--- config.mk ---
export PLATFORM = sky130hd
export DESIGN_NAME = byte_preset_counter
export DESIGN_NICKNAME = d
export VERILOG_FILES = /design/src/rtl/bpc_pkg.sv /design/src/rtl/bpc_cmd_decode.sv /design/src/rtl/bpc_byte_ptr.sv /design/src/rtl/bpc_byte_regs.sv /design/src/rtl/bpc_count_core.sv /design/src/rtl/byte_preset_counter.sv
export SDC_FILE = /design/constraint.sdc
export NUM_CORES = 1
export LEC_CHECK = 0
export ABC_AREA = 1
export BUFFER_PORTS_ARGS = -buffer_cell sky130_fd_sc_hd__clkbuf_2
export CORE_ASPECT_RATIO = 1.1
export CORE_MARGIN = 2
export CORE_UTILIZATION = 30
export CTS_BUF_LIST = sky130_fd_sc_hd__clkbuf_2
export DETAILED_ROUTE_END_ITERATION = 12
export PLACE_DENSITY_LB_ADDON = 0.12
export RECOVER_POWER = 25
export SETUP_SLACK_MARGIN = 0.02
export SLEW_MARGIN = 20
export SYNTH_ARGS = -nofsm -noshare
export SYNTH_HDL_FRONTEND = slang
export SYNTH_SLANG_ARGS = --single-unit
export TNS_END_PERCENT = 20
--- constraint.sdc ---
create_clock -name clk -period 4 [get_ports clk]
set_input_delay 0 -clock clk [delete_from_list [all_inputs] [get_ports clk]]
set_output_delay 0 -clock clk [all_outputs]
set_load 0.1 [all_outputs]
--- src/rtl/bpc_pkg.sv ---
package bpc_pkg;
  localparam int unsigned BYTE_W = 8;

  typedef enum logic [2:0] {
    CMD_NONE,
    CMD_PTR_RST,
    CMD_SNAP,
    CMD_LOAD,
    CMD_CLR_BC,
    CMD_CLR_ERR,
    CMD_IOCFG
  } bpc_cmd_e;

  localparam int unsigned STS_BORROW = 0;
  localparam int unsigned STS_CARRY  = 1;
  localparam int unsigned STS_ERR    = 4;
  localparam int unsigned STS_DIR    = 5;
endpackage

--- src/rtl/bpc_cmd_decode.sv ---
module bpc_cmd_decode
  import bpc_pkg::*;
(
  input  logic              ctrl_wr,
  input  logic [BYTE_W-1:0] code,
  output bpc_cmd_e          cmd,
  output logic [1:0]        cfg
);
  always_comb begin
    cmd = CMD_NONE;
    cfg = code[1:0];
    if (ctrl_wr) begin
      if (code[7:5] == 3'b010) begin
        cmd = CMD_IOCFG;
      end else begin
        case (code)
          8'h01:        cmd = CMD_PTR_RST;
          8'h11:        cmd = CMD_SNAP;
          8'h08:        cmd = CMD_LOAD;
          8'h02, 8'h04: cmd = CMD_CLR_BC;
          8'h06:        cmd = CMD_CLR_ERR;
          default:      cmd = CMD_NONE;
        endcase
      end
    end
  end
endmodule

--- src/rtl/bpc_byte_ptr.sv ---
module bpc_byte_ptr #(
  parameter int unsigned NBYTES = 3,
  localparam int unsigned PW = (NBYTES > 1) ? $clog2(NBYTES) : 1
) (
  input  logic          clk,
  input  logic          rst_n,
  input  logic          clr,
  input  logic          step,
  output logic [PW-1:0] ptr
);
  localparam logic [PW-1:0] LAST = PW'(NBYTES - 1);

  always_ff @(posedge clk) begin
    if (!rst_n) begin
      ptr <= '0;
    end else if (clr) begin
      ptr <= '0;
    end else if (step) begin
      ptr <= (ptr == LAST) ? '0 : ptr + 1'b1;
    end
  end

  p_ptr_range_r3: assert property (@(posedge clk) disable iff (!rst_n)
    ptr <= LAST);
  p_ptr_clear_r2: assert property (@(posedge clk) disable iff (!rst_n)
    clr |=> ptr == '0);
  p_ptr_wrap_r3: assert property (@(posedge clk) disable iff (!rst_n)
    (step && !clr && ptr == LAST) |=> ptr == '0);
endmodule

--- src/rtl/bpc_byte_regs.sv ---
module bpc_byte_regs
  import bpc_pkg::*;
#(
  parameter int unsigned NBYTES = 3,
  localparam int unsigned PW = (NBYTES > 1) ? $clog2(NBYTES) : 1,
  localparam int unsigned CW = NBYTES * BYTE_W
) (
  input  logic              clk,
  input  logic              rst_n,
  input  logic              byte_wr,
  input  logic [PW-1:0]     ptr,
  input  logic [BYTE_W-1:0] wbyte,
  input  logic              snap,
  input  logic [CW-1:0]     count_in,
  output logic [CW-1:0]     preset,
  output logic [BYTE_W-1:0] latch_byte
);
  logic [CW-1:0] latch_q;

  for (genvar g = 0; g < NBYTES; g++) begin : g_byte
    always_ff @(posedge clk) begin
      if (!rst_n) begin
        preset[g*BYTE_W +: BYTE_W]  <= '0;
        latch_q[g*BYTE_W +: BYTE_W] <= '0;
      end else begin
        if (byte_wr && ptr == PW'(g)) preset[g*BYTE_W +: BYTE_W] <= wbyte;
        if (snap) latch_q[g*BYTE_W +: BYTE_W] <= count_in[g*BYTE_W +: BYTE_W];
      end
    end
  end

  always_comb begin
    latch_byte = '0;
    for (int i = 0; i < NBYTES; i++) begin
      if (ptr == PW'(i)) latch_byte = latch_q[i*BYTE_W +: BYTE_W];
    end
  end

  p_snap_r2: assert property (@(posedge clk) disable iff (!rst_n)
    snap |=> latch_q == $past(count_in));
  p_latch_hold_r4: assert property (@(posedge clk) disable iff (!rst_n)
    !snap |=> $stable(latch_q));
endmodule

--- src/rtl/bpc_count_core.sv ---
module bpc_count_core #(
  parameter int unsigned CW = 24
) (
  input  logic          clk,
  input  logic          rst_n,
  input  logic          load,
  input  logic          index_hit,
  input  logic [CW-1:0] preset,
  input  logic          cnt_pulse,
  input  logic          cnt_up,
  input  logic          cnt_en,
  input  logic          noise,
  input  logic          clr_bc,
  input  logic          clr_err,
  output logic [CW-1:0] count,
  output logic          carry,
  output logic          borrow,
  output logic          err,
  output logic          dir
);
  localparam logic [CW-1:0] ALL_ONES = '1;

  logic take_preset, stepping, wrap_up, wrap_dn;

  always_comb begin
    take_preset = load | index_hit;
    stepping    = cnt_pulse & cnt_en & ~take_preset;
    wrap_up     = stepping & cnt_up & (count == ALL_ONES);
    wrap_dn     = stepping & ~cnt_up & (count == '0);
  end

  always_ff @(posedge clk) begin
    if (!rst_n) begin
      count  <= '0;
      carry  <= 1'b0;
      borrow <= 1'b0;
      err    <= 1'b0;
      dir    <= 1'b0;
    end else begin
      if (take_preset)   count <= preset;
      else if (stepping) count <= cnt_up ? count + 1'b1 : count - 1'b1;
      carry  <= (carry & ~clr_bc) | wrap_up;
      borrow <= (borrow & ~clr_bc) | wrap_dn;
      err    <= (err & ~clr_err) | noise;
      if (cnt_pulse && cnt_en) dir <= cnt_up;
    end
  end

  p_load_r6: assert property (@(posedge clk) disable iff (!rst_n)
    load |=> count == $past(preset));
  p_hold_r7: assert property (@(posedge clk) disable iff (!rst_n)
    (!cnt_en && !load && !index_hit) |=> $stable(count));
  p_carry_wrap_r8: assert property (@(posedge clk) disable iff (!rst_n)
    (cnt_pulse && cnt_en && cnt_up && !load && !index_hit && count == ALL_ONES)
      |=> (carry && count == '0));
  p_borrow_sticky_r8: assert property (@(posedge clk) disable iff (!rst_n)
    (borrow && !clr_bc) |=> borrow);
  p_err_set_r10: assert property (@(posedge clk) disable iff (!rst_n)
    noise |=> err);
endmodule

--- src/rtl/byte_preset_counter.sv ---
module byte_preset_counter
  import bpc_pkg::*;
#(
  parameter int unsigned NBYTES = 3
) (
  input  logic              clk,
  input  logic              rst_n,
  input  logic              host_wr,
  input  logic              host_rd,
  input  logic              host_sel,
  input  logic [BYTE_W-1:0] host_wdata,
  output logic [BYTE_W-1:0] host_rdata,
  input  logic              cnt_pulse,
  input  logic              cnt_up,
  input  logic              index_pulse,
  input  logic              noise_err
);
  localparam int unsigned PW = (NBYTES > 1) ? $clog2(NBYTES) : 1;
  localparam int unsigned CW = NBYTES * BYTE_W;

  bpc_cmd_e          cmd;
  logic [1:0]        cfg_new, cfg_q;
  logic [PW-1:0]     ptr;
  logic              data_wr, data_step;
  logic [CW-1:0]     preset, count;
  logic [BYTE_W-1:0] latch_byte, status;
  logic              carry, borrow, err, dir;

  bpc_cmd_decode u_dec (
    .ctrl_wr (host_wr & host_sel),
    .code    (host_wdata),
    .cmd     (cmd),
    .cfg     (cfg_new)
  );

  always_ff @(posedge clk) begin
    if (!rst_n)                cfg_q <= 2'b00;
    else if (cmd == CMD_IOCFG) cfg_q <= cfg_new;
  end

  always_comb begin
    data_wr   = host_wr & ~host_sel;
    data_step = data_wr | (host_rd & ~host_wr & ~host_sel);
  end

  bpc_byte_ptr #(.NBYTES(NBYTES)) u_ptr (
    .clk   (clk),
    .rst_n (rst_n),
    .clr   (cmd == CMD_PTR_RST || cmd == CMD_SNAP),
    .step  (data_step),
    .ptr   (ptr)
  );

  bpc_byte_regs #(.NBYTES(NBYTES)) u_regs (
    .clk        (clk),
    .rst_n      (rst_n),
    .byte_wr    (data_wr),
    .ptr        (ptr),
    .wbyte      (host_wdata),
    .snap       (cmd == CMD_SNAP),
    .count_in   (count),
    .preset     (preset),
    .latch_byte (latch_byte)
  );

  bpc_count_core #(.CW(CW)) u_core (
    .clk       (clk),
    .rst_n     (rst_n),
    .load      (cmd == CMD_LOAD),
    .index_hit (index_pulse & ~cfg_q[1]),
    .preset    (preset),
    .cnt_pulse (cnt_pulse),
    .cnt_up    (cnt_up),
    .cnt_en    (cfg_q[0]),
    .noise     (noise_err),
    .clr_bc    (cmd == CMD_CLR_BC),
    .clr_err   (cmd == CMD_CLR_ERR),
    .count     (count),
    .carry     (carry),
    .borrow    (borrow),
    .err       (err),
    .dir       (dir)
  );

  always_comb begin
    status             = '0;
    status[STS_BORROW] = borrow;
    status[STS_CARRY]  = carry;
    status[STS_ERR]    = err;
    status[STS_DIR]    = dir;
    host_rdata         = host_sel ? status : latch_byte;
  end

  p_cfg_unknown_r13: assert property (@(posedge clk) disable iff (!rst_n)
    (host_wr && host_sel && cmd == CMD_NONE) |=> $stable(cfg_q));
  p_index_ignored_r12: assert property (@(posedge clk) disable iff (!rst_n)
    (index_pulse && cfg_q[1] && !cfg_q[0] && cmd != CMD_LOAD) |=> $stable(count));
endmodule

Word level (Yosys, flattened, before mapping)
Cells that the tools add are included.
- $add $sub $neg: 3
- eq/ne operators: 16
- muxes and demuxes: 11
- bitwise logic cells: 27
- reduce and logical (&&, ||, !) cells: 10
- operator list (cell ; count):
    2-to-1 mux 24 bit ; 3
    2-to-1 mux 8 bit ; 4
    adder 24 x 1 -> 24 bit, second input constant ; 1
    == test 24 bit, second input constant ; 1
    zero test 24 bit ; 1
    subtractor 24 x 1 -> 24 bit, second input constant ; 1
    == test 8 x 3 -> 1 bit, second input constant ; 2
    case mux 3 bit (5 select lines) ; 1
    bitwise AND 1 bit ; 14
    == test 3 x 2 -> 1 bit, second input constant ; 3
    == test 3 bit, second input constant ; 3
    == test 8 x 1 -> 1 bit, second input constant ; 1
    == test 8 x 2 -> 1 bit, second input constant ; 1
    == test 8 x 4 -> 1 bit, second input constant ; 1
    == test 8 x 5 -> 1 bit, second input constant ; 1
    inverter 1 bit ; 8
    2-to-1 mux 3 bit ; 2
    bitwise OR 1 bit ; 5
    logical AND 1 bit ; 4
    OR reduction 2 bit ; 2
    == test 3 x 1 -> 1 bit, second input constant ; 1
    adder 2 x 1 -> 2 bit, second input constant ; 1
    == test 2 x 1 -> 1 bit, second input constant ; 1
    == test 2 bit, second input constant ; 1
    other kinds (4) ; 4
- bits in registers: 80
- bits of input ports: 17

Longest topological paths before layout
- depth after elaboration: 12
- depth in mapped cells: 14
- mapped depth without buffers: 14

Cells and area by module
A second synthesis with hierarchy kept.
- cells, all modules: 930
- area, all modules: 5507.8 sq um
- by module, submodules not included (module ; times used ; cells an instance ; area an instance (sq um) ; sequential area each (sq um)):
    bpc_count_core ; 1 ; 541 ; 3020.4 ; 560.5
    bpc_byte_regs ; 1 ; 295 ; 1973.1 ; 960.9
    byte_preset_counter ; 1 ; 44 ; 257.7 ; 40.0
    bpc_cmd_decode ; 1 ; 37 ; 170.2 ; 0.0
    bpc_byte_ptr ; 1 ; 13 ; 86.3 ; 40.0

Worst setup path after synthesis
No wires, ideal clock.
- kind: flip-flop to output port
- start point: register u_ptr.ptr[0]
- end point: output port host_rdata[0]
- arrival: 2.997 ns
- setup slack: 1.003 ns
- cell stages (with the launch flop): 7
- buffers on the path: 0
- cell sequence: dfxtp_1 > inv_1 > nor2_1 > clkinv_1 > o22ai_1 > a21oi_1 > o21ai_0
- word-level cells in the longest chain between the ends: 5
- RTL lines (what ; line ; RTL):
    start, declared ; bpc_byte_ptr.sv:9 ; output logic [PW-1:0] ptr
    start signal, assigned ; bpc_byte_ptr.sv:19 ; ptr <= (ptr == LAST) ? '0 : ptr + 1'b1;
    zero test 2 bit ; bpc_byte_regs.sv:35 ; if (ptr == PW'(i)) latch_byte = latch_q[i*BYTE_W +: BYTE_W];
    2-to-1 mux 8 bit (2 in a row) ; bpc_byte_regs.sv:35 ;
    2-to-1 mux 8 bit * ; bpc_byte_regs.sv:35 ;
    2-to-1 mux 8 bit * ; byte_preset_counter.sv:91 ; host_rdata = host_sel ? status : latch_byte;
    end, declared ; byte_preset_counter.sv:12 ; output logic [BYTE_W-1:0] host_rdata,
Mark *: on every way between the ends. The rest lies on a longest branch, timed or not.

Worst setup path in the final report
- start point: input port host_wdata[6]
- end point: register u_regs.latch_q[9]
- word-level cells in the longest chain between the ends: 6
- RTL lines (what ; line ; RTL):
    start, declared ; byte_preset_counter.sv:11 ; input logic [BYTE_W-1:0] host_wdata,
    == test 8 x 2 -> 1 bit / == test 8 x 3 -> 1 bit (equally long branches) ; bpc_cmd_decode.sv:16 ; case (code)
    OR reduction 2 bit ; bpc_cmd_decode.sv:16 ;
    case mux 3 bit (5 select lines) ; bpc_cmd_decode.sv:16 ;
    2-to-1 mux 3 bit * ; bpc_cmd_decode.sv:13 ; if (code[7:5] == 3'b010) begin
    2-to-1 mux 3 bit * ; bpc_cmd_decode.sv:12 ; if (ctrl_wr) begin
    == test 3 x 2 -> 1 bit * ; byte_preset_counter.sv:60 ; .snap (cmd == CMD_SNAP),
    end signal, assigned by index ; bpc_byte_regs.sv:27 ; if (snap) latch_q[g*BYTE_W +: BYTE_W] <= count_in[g*BYTE_W +: BYTE_W];
    end, declared ; bpc_byte_regs.sv:18 ; logic [CW-1:0] latch_q;
Marks and branches as above.
A chain may end at the register's enable or synchronous reset.

==> qor.yml <==
logic_synthesis:
  synthesis.area_per_instance_um2: 6.13
  synthesis.instances: 887
  ys_ff_latch: 80
  main_area_contributors_after_synthesis: "sky130_fd_sc_hd__dfxtp_1, sky130_fd_sc_hd__nand2_1, sky130_fd_sc_hd__inv_1"
  synth_compound_area_frac: 0.147
  syn-num-nets: 927
  synth_simple_gate_area_frac: 0.354
  synth-seq-area-share: 0.295
  synth.cell_area_um2: 5440
  yosys.cell_types.count: 31
  synth.area.mux_share: 0
  yosysWarnings: 0
  netlist.area_leader.share: 0.295
  yosys.area_share.xor_xnor: 0.0129
  yosys.area_share.adder: 0.0543
  synth_top_family_by_area: "simple AND/OR/NAND/NOR gates"
  yosys.area.top_type: "sky130_fd_sc_hd__dfxtp_1"
timing:
  slew_viol_final: 0
  slew_headroom: 0.109
  clock-skew-final_ns: 0.0402
  finalHoldViolCount: 0
  finalCritPeriodShare: 0.698
  period_needed_ns: 2.79
  tns_ns: 0
  tightest_slew_ns: 1.33
  final_setup_violating_endpoints: 0
  rsz0062_at_grt: "false"
  fmaxAchievable_mhz: 358
clock_network:
  cts-htree-levels: 3
  path_clk_slew_ns: 0.25
  worst_skew_pair.late_latency_ns: 0.60
  clock-root-buffer: "sky130_fd_sc_hd__clkbuf_2"
  tritoncts: "yes"
  clk_path_buf_depth: 2
  clock_sinks: 80
  post_cts_resized: 0
  tritoncts.num_buffers: 9
detailed_routing:
  drt_pass1_iterations: 5
  wirelength_um: 17500
  routed-via-count: 5456
  ant_nets: 0
  routedWlPerCell_um: 15.2
  drt_iter0_markers: 316
  post-route-drc-count: 0
  vias_per_cell: 4.72
cells_and_area:
  fillCellCount: 2026
  layout_common_cells: "sky130_fd_sc_hd__nand2_1, sky130_fd_sc_hd__inv_1, sky130_fd_sc_hd__a21oi_1"
  final-instance-count-excl-fill: 1156
  layout.cells.most_common: "sky130_fd_sc_hd__nand2_1"
  nNetsFinal: 953
  areaGrowthSynthToFinish_pct: 9.16
  post_route_cells_drive_above_1_share: 0.0664
  number_of_diodes_added_for_antenna_fixing: 0
outcome:
  run_status: "finished, final reports clean"
power_and_ir_drop:
  vdd.ir_drop.worst_mv: 0.171
  netSwitchingPower_w: 0.000534
  clockPowerShare: 0.264
  power-per-cell-area_nw_per_um2: 259
  netSwitchingFraction: 0.348
  internal_power_w: 0.00100
  comb_power_share: 0.184
  seqPwrFrac: 0.552
  cellLeakagePower_nw: 2.94
floorplan:
  die_height_um: 145
  die-area_um2: 19200
  placeableCoreArea_um2: 17700
  start_util: 0.307
  io_pins: 25
  placementRows: 51
  die_width_um: 132
critical_path:
  critPathRequiredTime_ns: 4.48
  crit_path_end: "u_regs.latch_q[9]"
  r2r_end: "u_core.count[19]"
  timing.rr.start: "cfg_q[0]"
  worst_ep_arrival_time_ns: 3.28
  r2r_setup_slack_ns: 1.27
  path_class: "in -> reg"
  cp-start-kind: "input port"
  register_to_register_path_depth: 7
  worstSetupStartpoint: "host_wdata[6]"
  cp_max_fo: 45
  end_kind: "register"
global_route:
  grt_start_max_net_pins: 63
  antenna_found_initial: 0
  grt_pass1_wl_um: 28100
  grt_usage: 0.186
  vias_in_the_first_global_route: 5206
  gr-total-overflow: 0
worst_hold_path:
  timing.hold.worst.class: "in -> reg"
flow_run:
  number_of_violations_of_the_max_capacitance_limit: 0
place:
  gp_routability_congestion: 0.855
  detailed_place_hpwl_um: 13500
  port-buffer-count: 24
  numPlacedInstances: 1125
==> registers in the layout, summed over array words and instances (netlist names) <==
name / flops
u_core.count: 24
u_core.borrow: 1
u_ptr.ptr: 2
u_core.err: 1
u_regs.latch_q: 24
u_regs.preset: 24
u_core.carry: 1
u_core.dir: 1
cfg_q: 2
==> cells in the mapped netlist (all sizes together) <==
cell type	number
nand2	258
inv	150
a21oi	85
dfxtp	80
nor2	68
o21ai	65
nand4	48
nand3	47
ha	22
clkbuf	15
buf	14
o22ai	8
xor2	7
nor4	6
and2	4
clkinv	4
nor3	2
fa	1
nand3b	1
or2	1
xnor2	1
==> kinds of logic after synthesis <==
family,Yosys count
fa+ha+maj,23
flops,80
buf+inv,183
simple gates,435
compound gates,158
xor+xnor,8
==> power by group through the flow <==
stage | Combinational (W) | Clock, W | Sequential [W]
floorplan | 0.000204 | 0 | 0.000851
global placement | 0.000278 | 0 | 0.000862
CTS | 0.000288 | 0.000417 | 0.000847
global route | 0.000323 | 0.000448 | 0.000851
finish | 0.000283 | 0.000406 | 0.000847
detailed placement | 0.000275 | 0 | 0.000862
==> metal layers <==
| metal | GRT usage | part of all wire | up-vias |
|---|---|---|---|
| met5 | 0 | 0 | - |
| met4 | 0.0629 | 0.024 | 0 |
| met3 | 0.0262 | 0.035 | 23 |
| met2 | 0.298 | 0.45 | 93 |
| met1 | 0.256 | 0.49 | 2427 |
| li1 | - | - | 2913 |
==> worst min path at each step <==
| stage | from | end | slack [ns] | depth (start not counted) |
|---|---|---|---|---|
| after floorplan | noise_err | u_core.err | 0.13 | 2 |
| after global placement | noise_err | u_core.err | 0.23 | 3 |
| after detailed placement | noise_err | u_core.err | 0.24 | 3 |
| after CTS | cnt_pulse | u_core.count[11] | 0.008 | 7 |
| after global routing | host_sel | u_ptr.ptr[1] | 0.10 | 6 |
| final | host_sel | u_regs.preset[14] | 0.07 | 5 |
==> stage by stage <==
stage | hold slack (ns) | setup slack [ns] | utilization | power, W | instance area [µm²]
2_1_floorplan | 0.134 | 1.00 | - | 0.00106 | 5440
3_3_place_gp | 0.233 | 1.51 | 0.323 | 0.00114 | 5730
3_5_place_dp | 0.237 | 1.56 | 0.323 | 0.00114 | 5730
4_1_cts | 0.00767 | 1.46 | 0.337 | 0.00155 | 5970
5_1_grt | 0.100 | 0.861 | 0.335 | 0.00162 | 5940
6_report | 0.0688 | 1.21 | 0.335 | 0.00154 | 5940
==> layout make-up <==
| cell class | instances | area [µm²] | share of cell area |
|---|---|---|---|
| clock buffer | 10 | 50.0 | 0.00843 |
| clock inverter | 6 | 42.5 | 0.00717 |
| inverter | 154 | 578 | 0.0974 |
| multi-input combinational | 624 | 3060 | 0.516 |
| sequential | 80 | 1600 | 0.270 |
| tap | 238 | 298 | 0.0502 |
| timing repair buffer | 44 | 304 | 0.0512 |
==> worst max-delay path: stages <==
cell,delay (ns)
sky130_fd_sc_hd__dlygate4sd3_1,0.53
sky130_fd_sc_hd__clkbuf_2,0.11
sky130_fd_sc_hd__inv_1,0.15
sky130_fd_sc_hd__nand2_1,0.09
sky130_fd_sc_hd__nor2_1,0.28
sky130_fd_sc_hd__nand2_2,0.10
sky130_fd_sc_hd__nand3_1,0.18
sky130_fd_sc_hd__nand2_2,0.11
sky130_fd_sc_hd__nor2_1,0.31
sky130_fd_sc_hd__nand2_1,0.84
sky130_fd_sc_hd__o21ai_0,0.50
sky130_fd_sc_hd__a21oi_1,0.06
==> repair_timing <==
item	4_1_cts	5_1_grt
buffers inserted	0	0
endpoints found under the hold margin	64	0
hold buffers	15	0
Note: power is estimated with default switching activity, not from simulation.
